===== src/rtl/spi_irq_pkg.sv =====
package spi_irq_pkg;

    localparam int unsigned NSRC    = 3;
    localparam int unsigned SRC_DRE = 0;
    localparam int unsigned SRC_TXC = 1;
    localparam int unsigned SRC_RXC = 2;

    // sources whose flag follows a level instead of latching a strobe
    localparam logic [NSRC-1:0] LEVEL_SRC_MASK = 3'b001;

    typedef logic [NSRC-1:0] src_vec_t;

    typedef enum logic [1:0] {
        REG_FLAG  = 2'd0,
        REG_ENSET = 2'd1,
        REG_ENCLR = 2'd2,
        REG_NONE  = 2'd3
    } reg_sel_t;

endpackage


===== src/rtl/spi_irq_flags.sv =====
module spi_irq_flags #(
    parameter int unsigned      NSRC       = 3,
    parameter logic [NSRC-1:0]  LEVEL_MASK = '0
) (
    input  logic            clk,
    input  logic            rst_n,
    input  logic [NSRC-1:0] ev_i,
    input  logic [NSRC-1:0] clr_i,
    output logic [NSRC-1:0] flags_o
);

    typedef struct packed {
        logic [NSRC-1:0] flags;
    } flag_st_t;

    flag_st_t        st_d, st_q;
    logic [NSRC-1:0] nxt;

    for (genvar i = 0; i < NSRC; i++) begin : g_bit
        if (LEVEL_MASK[i]) begin : g_level
            // status-driven: software clear has no lasting effect
            assign nxt[i] = ev_i[i];
        end else begin : g_sticky
            // a new event overrides a clear in the same cycle
            assign nxt[i] = (st_q.flags[i] & ~clr_i[i]) | ev_i[i];
        end
    end

    always_comb begin
        st_d       = st_q;
        st_d.flags = nxt;
    end

    always_ff @(posedge clk or negedge rst_n) begin
        if (!rst_n) begin
            st_q <= '0;
        end else begin
            st_q <= st_d;
        end
    end

    assign flags_o = st_q.flags;

endmodule


===== src/rtl/spi_irq_mask.sv =====
module spi_irq_mask #(
    parameter int unsigned NSRC = 3
) (
    input  logic            clk,
    input  logic            rst_n,
    input  logic [NSRC-1:0] set_i,
    input  logic [NSRC-1:0] clr_i,
    output logic [NSRC-1:0] en_o
);

    typedef struct packed {
        logic [NSRC-1:0] en;
    } mask_st_t;

    mask_st_t st_d, st_q;

    always_comb begin
        st_d    = st_q;
        st_d.en = (st_q.en | set_i) & ~clr_i;
    end

    always_ff @(posedge clk or negedge rst_n) begin
        if (!rst_n) begin
            st_q <= '0;
        end else begin
            st_q <= st_d;
        end
    end

    assign en_o = st_q.en;

endmodule


===== src/rtl/spi_irq_req.sv =====
module spi_irq_req #(
    parameter int unsigned NSRC = 3
) (
    input  logic            clk,
    input  logic            rst_n,
    input  logic [NSRC-1:0] flags_i,
    input  logic [NSRC-1:0] en_i,
    output logic            irq_o
);

    typedef struct packed {
        logic irq;
    } req_st_t;

    req_st_t st_d, st_q;

    always_comb begin
        st_d     = st_q;
        st_d.irq = |(flags_i & en_i);
    end

    always_ff @(posedge clk or negedge rst_n) begin
        if (!rst_n) begin
            st_q <= '0;
        end else begin
            st_q <= st_d;
        end
    end

    assign irq_o = st_q.irq;

endmodule


===== src/rtl/spi_irq_unit.sv =====
module spi_irq_unit
    import spi_irq_pkg::*;
#(
    parameter int unsigned ADDR_W     = 2,
    parameter int unsigned DATA_W     = 8,
    parameter int unsigned FLAG_ADDR  = 0,
    parameter int unsigned ENSET_ADDR = 1,
    parameter int unsigned ENCLR_ADDR = 2
) (
    input  logic              clk,
    input  logic              rst_n,
    input  logic              rx_done_i,
    input  logic              tx_done_i,
    input  logic              txbuf_empty_i,
    input  logic              bus_wen_i,
    input  logic [ADDR_W-1:0] bus_addr_i,
    input  logic [DATA_W-1:0] bus_wdata_i,
    output logic [DATA_W-1:0] bus_rdata_o,
    output logic              irq_o
);

    localparam logic [ADDR_W-1:0] A_FLAG  = ADDR_W'(FLAG_ADDR);
    localparam logic [ADDR_W-1:0] A_ENSET = ADDR_W'(ENSET_ADDR);
    localparam logic [ADDR_W-1:0] A_ENCLR = ADDR_W'(ENCLR_ADDR);
    localparam int unsigned       PAD_W   = DATA_W - NSRC;

    typedef struct packed {
        reg_sel_t sel;
        src_vec_t flag_clr;
        src_vec_t en_set;
        src_vec_t en_clr;
        src_vec_t rd_src;
    } dec_t;

    dec_t     dec;
    src_vec_t ev_vec;
    src_vec_t wr_bits;
    src_vec_t flags_w;
    src_vec_t en_w;

    assign ev_vec[SRC_DRE] = txbuf_empty_i;
    assign ev_vec[SRC_TXC] = tx_done_i;
    assign ev_vec[SRC_RXC] = rx_done_i;

    assign wr_bits = bus_wdata_i[NSRC-1:0];

    if (DATA_W > NSRC) begin : g_pad
        logic unused_wdata_hi;
        assign unused_wdata_hi = ^bus_wdata_i[DATA_W-1:NSRC];
        assign bus_rdata_o     = {{PAD_W{1'b0}}, dec.rd_src};
    end else begin : g_nopad
        assign bus_rdata_o = dec.rd_src;
    end

    always_comb begin
        dec = '0;
        if (bus_addr_i == A_FLAG) begin
            dec.sel = REG_FLAG;
        end else if (bus_addr_i == A_ENSET) begin
            dec.sel = REG_ENSET;
        end else if (bus_addr_i == A_ENCLR) begin
            dec.sel = REG_ENCLR;
        end else begin
            dec.sel = REG_NONE;
        end
        case (dec.sel)
            REG_FLAG: begin
                dec.rd_src = flags_w;
                if (bus_wen_i) dec.flag_clr = wr_bits;
            end
            REG_ENSET: begin
                dec.rd_src = en_w;
                if (bus_wen_i) dec.en_set = wr_bits;
            end
            REG_ENCLR: begin
                dec.rd_src = en_w;
                if (bus_wen_i) dec.en_clr = wr_bits;
            end
            default: dec.rd_src = '0;
        endcase
    end

    spi_irq_flags #(
        .NSRC       (NSRC),
        .LEVEL_MASK (LEVEL_SRC_MASK)
    ) u_flags (
        .clk     (clk),
        .rst_n   (rst_n),
        .ev_i    (ev_vec),
        .clr_i   (dec.flag_clr),
        .flags_o (flags_w)
    );

    spi_irq_mask #(
        .NSRC (NSRC)
    ) u_mask (
        .clk   (clk),
        .rst_n (rst_n),
        .set_i (dec.en_set),
        .clr_i (dec.en_clr),
        .en_o  (en_w)
    );

    spi_irq_req #(
        .NSRC (NSRC)
    ) u_req (
        .clk     (clk),
        .rst_n   (rst_n),
        .flags_i (flags_w),
        .en_i    (en_w),
        .irq_o   (irq_o)
    );

endmodule


===== config.mk =====
export PLATFORM = sky130hd
export DESIGN_NAME = spi_irq_unit
export DESIGN_NICKNAME = d
export VERILOG_FILES = /design/src/rtl/spi_irq_pkg.sv /design/src/rtl/spi_irq_flags.sv /design/src/rtl/spi_irq_mask.sv /design/src/rtl/spi_irq_req.sv /design/src/rtl/spi_irq_unit.sv
export SDC_FILE = /design/constraint.sdc
export NUM_CORES = 1
export LEC_CHECK = 0
export BUFFER_PORTS_ARGS = -buffer_cell sky130_fd_sc_hd__buf_2
export CAP_MARGIN = 10
export CORE_UTILIZATION = 25
export DETAILED_ROUTE_END_ITERATION = 6
export PLACE_DENSITY = 0.52
export SKIP_LAST_GASP = 1
export SLEW_MARGIN = 20
export SYNTH_ARGS = -nofsm -noshare
export SYNTH_HDL_FRONTEND = slang
export SYNTH_SLANG_ARGS = --single-unit

===== constraint.sdc =====
create_clock -name clk -period 0.9 [get_ports clk]
set_input_delay 0.045 -clock clk [delete_from_list [all_inputs] [get_ports clk]]
set_output_delay 0.045 -clock clk [all_outputs]
set_load 0.1 [all_outputs]

==> results of run 1 <==
-- sequential cells by signal (all words and copies together) (netlist names) --
signal and flops:
u_flags.flags_o 3, u_mask.en_o 3, u_req.irq_o 1
-- synthesized netlist by cell type (all sizes together) --
| cell type | number |
|---|---|
| inv | 3 |
| a21o | 2 |
| conb | 1 |
| a222oi | 1 |
| a31oi | 6 |
| dfrtp | 7 |
| buf | 6 |
| nand3 | 2 |
| ha | 4 |
| nor2 | 3 |
| a22oi | 3 |
-- worst min path at each step --
| stage | startpoint | slack (ps) | to | cells past startpoint |
|---|---|---|---|---|
| after floorplan | rst_n | -250 | u_flags.flags_o[0]$_DFF_PN0_ | 0 |
| after global placement | rst_n | -120 | u_flags.flags_o[0]$_DFF_PN0_ | 1 |
| after detailed placement | rst_n | -120 | u_mask.en_o[2]$_DFF_PN0_ | 1 |
| after CTS | bus_wdata_i[2] | 10 | u_mask.en_o[2]$_DFF_PN0_ | 2 |
| after global routing | bus_wdata_i[1] | 20 | u_mask.en_o[1]$_DFF_PN0_ | 2 |
| final | bus_wdata_i[2] | 20 | u_mask.en_o[2]$_DFF_PN0_ | 2 |
-- stage by stage --
step / instance area, µm² / setup slack [ps] / TNS (ps) / util [%] / std cells
2_1_floorplan: 459 / -88.9 / -262 / - / 42
3_3_place_gp: 593 / -51.6 / -203 / 42.9 / 69
3_5_place_dp: 593 / -59.8 / -248 / 42.9 / 69
4_1_cts: 692 / -276 / -909 / 50.0 / 81
5_1_grt: 718 / -271 / -1040 / 51.9 / 84
6_report: 718 / -233 / -793 / 51.9 / 84
-- area by class of cell --
type                    instances  area (µm²)
well taps                      15        18.8
multi-input cells              26         226
inverters                       3        11.3
repair buffers                 29         259
clock buffers                   4        26.3
flip-flops and latches          7         176
fillers                       123         664
-- where the power goes --
group	internal (mW)	switching (mW)	leakage [nW]
Combinational	0.261	0.425	0.241
Sequential	0.359	0.0391	0.0754
Clock	0.169	0.115	0.0150
-- timing repair --
action,in CTS,in global routing
hold buffers,5,0
pin swaps,7,3
hold endpoints to repair,11,0
setup buffers,3,3
endpoints found under the setup margin,4,6
resized for setup,0,1
-- layer usage --
layer	up-vias	global-route usage, %	wire length (µm)	part of all wire (%)
met5	-	0	0	0
met4	0	5.81	0	0
met3	0	6.52	64	7.0
met2	19	15.3	444	48
met1	181	14.2	407	44
li1	187	-	-	-
-- kinds of logic (layout without fill, tap and decap cells) --
kind of cell / after synthesis / after routing
and+or+nand+nor: 5 / 5
AOI/OAI and AO/OA: 12 / 12
other: 1 / 5
adders and majority gates: 4 / 4
DFF: 7 / 7
buffers and inverters: 9 / 36
==> impl_metrics.env, run 1 <==
export IMPL_status="finished, violations left"
export IMPL_violations="negative setup slack"
export IMPL_synth_area_um2=393
export IMPL_cpPeakStageDelay_ps=400
export IMPL_critPathMaxFanout=3
export IMPL_arrival_ps=1090
export IMPL_synth_top_area_share_pct=44.6
export IMPL_synth_distinct_cells=12
export IMPL_grt_overflow_total=0
export IMPL_cts_root_buffer="clkbuf_4"
export IMPL_finalPower_mw=1.37
export IMPL_start_kind="flip-flop"
export IMPL_numCtsBuffers=3
export IMPL_synth_top_area_cell="dfrtp_1"
export IMPL_avgSynthCellArea_um2=10.3
export IMPL_cp_required_ps=850
export IMPL_core_rowCount=13
export IMPL_ys_ff_latch=7
export IMPL_track_usage_pct=11.4
export IMPL_setup_viol_count_final=4
export IMPL_clock_fmax_mhz=882
export IMPL_nets=90
export IMPL_holdWs_ps=15.0
export IMPL_hold_violations=0
export IMPL_grt_pass1_wl_um=1420
export IMPL_core_area_um2=1380
export IMPL_cp_top_family="flip-flops"
export IMPL_clk_pin_slew_ps=50
export IMPL_yosys_mux_area_fraction_pct=0
export IMPL_leakage_nw=0.331
export IMPL_synth_area_top_cells="dfrtp_1 (45%), ha_1 (13%), buf_4 (11%)"
export IMPL_maxSlewViolCount=0
export IMPL_max_clock_path_buffers=2
export IMPL_r2r_cells=3
export IMPL_synthAdderAreaFrac_pct=12.7
export IMPL_skew_ps=2.03
export IMPL_io_buffer_count=14
export IMPL_wl_per_cell_um=10.9
export IMPL_crit_start="u_mask.en_o[2]$_DFF_PN0_"
export IMPL_viasPerCell=4.61
export IMPL_final_antenna_net_count=0
export IMPL_worstHoldPathType="primary input to flip-flop"
export IMPL_dieHeight_um=41.6
export IMPL_synth_top_family_by_area="compound AO/OA/AOI/OAI gates"
export IMPL_max_vdd_ir_drop_mv=1.23
export IMPL_grt_max_degree=9
export IMPL_first_pass_iters=4
export IMPL_cp_endpoint="bus_rdata_o[2]"
export IMPL_layout_common_cells="buf_2 (10), buf_4 (9), a31oi_1 (6), dfrtp_1 (6)"
export IMPL_clk_latency_ps=250
export IMPL_worst_r2r_endpoint="u_req.irq_o$_DFF_PN0_"
export IMPL_yosysSeqAreaShare_pct=44.6
export IMPL_htree_levels=1
export IMPL_vias=387
export IMPL_critPathSlowestCell="dfrtp_1"
export IMPL_drtIter0Drc=5
export IMPL_powerDensity_nw_per_um2=1900
export IMPL_worst_slack_ps=-233
export IMPL_cp_num_cells=3
export IMPL_die_w_um=41.6
export IMPL_synth_compound_area_share_pct=22.0
export IMPL_io_pins=25
export IMPL_cts_tree="yes"
export IMPL_period_share_pct=126
export IMPL_crit_buf_inv=1
export IMPL_grt_pass1_vias=326
export IMPL_synth_xor_area_share_pct=0
export IMPL_cap_violations=0
export IMPL_end_kind="primary output"
export IMPL_n_antenna_cell=0
export IMPL_fp_dieArea_um2=1730
export IMPL_antenna_found_initial=0
export IMPL_r2r_start="u_flags.flags_o[2]$_DFF_PN0_"
export IMPL_min_period_ps=1130
export IMPL_drc=0
export IMPL_yosys_warnings=0
export IMPL_rsz0062_at_grt="true"
export IMPL_rrSetupSlack_ps=-120
export IMPL_wl_um=916
export IMPL_drive_gt1_share_pct=52.2
export IMPL_cts_sinks=7
export IMPL_final_common_cell="buf_2"
export IMPL_flow_area_growth_from_synthesis_pct=82.8
export IMPL_start_util_pct=28.4
export IMPL_worstPathCellList="a22oi_2 > nor2_4 > buf_12"
export IMPL_worstSetupPathType="flip-flop to primary output"
export IMPL_synthSimpleGateAreaFrac_pct=5.41
export IMPL_place_congestion=0.699
export IMPL_synth_cells=38
Power figures use the tool's default switching activity.
==> run 2, diff against run 1 <==
--- a/config.mk
+++ b/config.mk
@@ -5,11 +5,13 @@
 export SDC_FILE = /design/constraint.sdc
 export NUM_CORES = 1
 export LEC_CHECK = 0
+export ABC_AREA = 1
 export BUFFER_PORTS_ARGS = -buffer_cell sky130_fd_sc_hd__buf_2
 export CAP_MARGIN = 10
 export CORE_UTILIZATION = 25
 export DETAILED_ROUTE_END_ITERATION = 6
-export PLACE_DENSITY = 0.52
+export PLACE_DENSITY = 0.51
+export RECOVER_POWER = 50
 export SKIP_LAST_GASP = 1
 export SLEW_MARGIN = 20
 export SYNTH_ARGS = -nofsm -noshare
==> run 2 against run 1 <==
Effect of this change: the run ends with design-rule violations, negative setup slack left; largest power group unchanged; clock skew up 6.3 ps; non-clock buffer count down 1; global-route usage up 1.5 points.
==> impl_metrics.env, run 2 <==
export IMPL_htree_levels=1
export IMPL_setup_viol_count_final=3
export IMPL_start_util_pct=27.8
export IMPL_grt_use_met3_pct=2.50
export IMPL_synth_async_sr_flop_share_pct=100
export IMPL_n_fill_cell=169
export IMPL_min_period_ps=1090
export IMPL_first_pass_iters=6
export IMPL_critPathSlowestCell="dfrtp_1"
export IMPL_io_buffer_count=14
export IMPL_hpwl_um=748
export IMPL_cap_violations=0
export IMPL_rsz0062_at_grt="true"
export IMPL_numCtsBuffers=3
export IMPL_io_pins=25
export IMPL_hold_violations=0
export IMPL_grt_pass1_wl_um=1790
export IMPL_cp_required_ps=850
export IMPL_vias=439
export IMPL_skew_ps=8.31
export IMPL_violations="design-rule violations, negative setup slack"
export IMPL_max_vdd_ir_drop_mv=0.854
export IMPL_worstPathCellList="nand2_2 > a21oi_4 > buf_12"
export IMPL_use_met2_pct=25.1
export IMPL_yosysSeqAreaShare_pct=40.5
export IMPL_die_w_um=43.6
export IMPL_fp_dieArea_um2=1900
export IMPL_cts_sinks=7
export IMPL_worstSetupPathType="flip-flop to primary output"
export IMPL_cts_root_buffer="clkbuf_4"
export IMPL_grt_overflow_total=0
export IMPL_flow_area_growth_from_synthesis_pct=75.1
export IMPL_powerDensity_nw_per_um2=1770
export IMPL_antenna_found_initial=0
export IMPL_crit_buf_inv=1
export IMPL_status="finished, violations left"
export IMPL_synth_cells=57
export IMPL_cpPeakStageDelay_ps=360
export IMPL_cp_top_family="flip-flops"
export IMPL_final_antenna_net_count=0
export IMPL_place_congestion=0.709
export IMPL_synth_area_top_cells="dfrtp_1 (40%), nand2_1 (14%), ha_1 (12%)"
export IMPL_synth_common_cells="nand2_1 (16), inv_1 (8), dfrtp_1 (7), a21oi_1 (6), nand3_1 (6)"
export IMPL_start_kind="flip-flop"
export IMPL_avgSynthCellArea_um2=7.60
export IMPL_dieHeight_um=43.6
export IMPL_max_clock_path_buffers=2
export IMPL_synth_area_um2=433
export IMPL_worstHoldPathType="primary input to flip-flop"
export IMPL_ys_ff_latch=7
export IMPL_synth_distinct_cells=10
export IMPL_yosys_warnings=0
export IMPL_drc=2
export IMPL_grt_pass1_vias=448
export IMPL_finalSetupTns_ps=-520
export IMPL_core_area_um2=1560
export IMPL_maxSlewViolCount=0
export IMPL_synth_edff_count=0
export IMPL_critPathMaxFanout=2
export IMPL_core_rowCount=14
export IMPL_wl_per_cell_um=9.43
export IMPL_grt_use_met1_pct=13.0
export IMPL_leakage_nw=0.383
export IMPL_synth_ff_type="dfrtp_1"
export IMPL_drtIter0Drc=8
export IMPL_period_share_pct=121
export IMPL_arrival_ps=1040
export IMPL_cts_tree="yes"
export IMPL_viasPerCell=4.26
export IMPL_n_antenna_cell=0
export IMPL_synth_top_area_cell="dfrtp_1"
export IMPL_grt_max_degree=9
export IMPL_synth_most_common_cell="nand2_1"
export IMPL_multi_input_area_um2=262
export IMPL_pre_cts_slack_ps=-91.9
export IMPL_track_usage_pct=12.9
export IMPL_nets=108
export IMPL_worst_slack_ps=-188
export IMPL_regArea_um2=176
export IMPL_drive_gt1_share_pct=42.5
export IMPL_clk_pin_slew_ps=60
export IMPL_wl_um=971
export IMPL_top_usage_layer="met2"
export IMPL_clock_fmax_mhz=919
export IMPL_end_kind="primary output"
export IMPL_synth_top_area_share_pct=40.5
export IMPL_layout_common_cells="nand2_1 (10), buf_4 (10), buf_2 (9)"
export IMPL_clk_latency_ps=240
==> run 2: changes by cell type after synthesis, sizes merged, moves of 3 or more <==
| cell | previous run | this run |
|---|---|---|
| a31oi | 6 | 0 |
| a21oi | 0 | 6 |
| inv | 3 | 8 |
| nand2 | 0 | 16 |
| nand3 | 2 | 6 |
| a22oi | 3 | 0 |
==> run 2: worst reg2reg max path, delay by kind of cell, from the launching register on <==
| family | cells | cell delay (ps) |
|---|---|---|
| simple gates | 2 | 120 |
| buf+inv | 1 | 140 |
| flops | 1 | 390 |
==> run 2: worst paths after layout <==
path                       cells past startpoint                           end  slack, ps                         start
max in group asynchronous                      2         u_req.irq_o$_DFF_PN0_        370                         rst_n
min in group asynchronous                      2  u_flags.flags_o[1]$_DFF_PN0_        230                         rst_n
hold / removal                                 3      u_mask.en_o[0]$_DFF_PN0_         60                bus_wdata_i[0]
setup / recovery                               3                bus_rdata_o[1]       -190  u_flags.flags_o[1]$_DFF_PN0_
hold reg to reg                                3  u_flags.flags_o[1]$_DFF_PN0_        590  u_flags.flags_o[1]$_DFF_PN0_
setup reg to reg                               3         u_req.irq_o$_DFF_PN0_        110      u_mask.en_o[1]$_DFF_PN0_
==> run 2: kinds of logic after synthesis <==
family	synth area share (%)
buffers and inverters	16.8
AO/OA/AOI/OAI	6.94
other	0.866
adder cells (fa/ha/maj)	11.6
AND/OR/NAND/NOR	23.4
flip-flops	40.5
==> run 2: report_power, final <==
part | leakage [nW] | switching [mW] | internal (mW)
logic | 0.294 | 0.433 | 0.249
clock network | 0.0150 | 0.106 | 0.169
registers | 0.0738 | 0.0297 | 0.357
==> run 2: cell type report <==
type	count	area share, %
multi-input cells	40	34.5
inverters	8	3.96
repair buffers	28	32.2
clock buffers	4	3.47
well taps	16	2.64
flip-flops and latches	7	23.3
==> run 2: metal layers <==
| layer | vias up | wire, µm |
|---|---|---|
| met1 | 204 | 408 |
| met5 | - | 0 |
| met4 | 0 | 0 |
| li1 | 223 | - |
| met2 | 12 | 532 |
| met3 | 0 | 30 |
==> run 2: through the flow <==
step                      total power [mW]  instance area, µm²  cells  hold WS, ps  util (%)
after floorplan                      0.835                 503     61         -251         -
after global placement                1.01                 648     90         -118      41.6
after detailed placement              1.02                 648     90         -115      41.6
after CTS                             1.35                 757    103         57.4      48.6
after global routing                  1.43                 758    103         52.7      48.6
final                                 1.34                 758    103         58.7      48.6
==> run 2: repair_timing <==
item / CTS / global route
hold buffers: 4 / 0
pin swaps: 5 / 1
endpoints found under the setup margin: 3 / 3
gates resized for setup: 2 / 1
hold endpoints to repair: 10 / 0
buffers inserted: 5 / 0
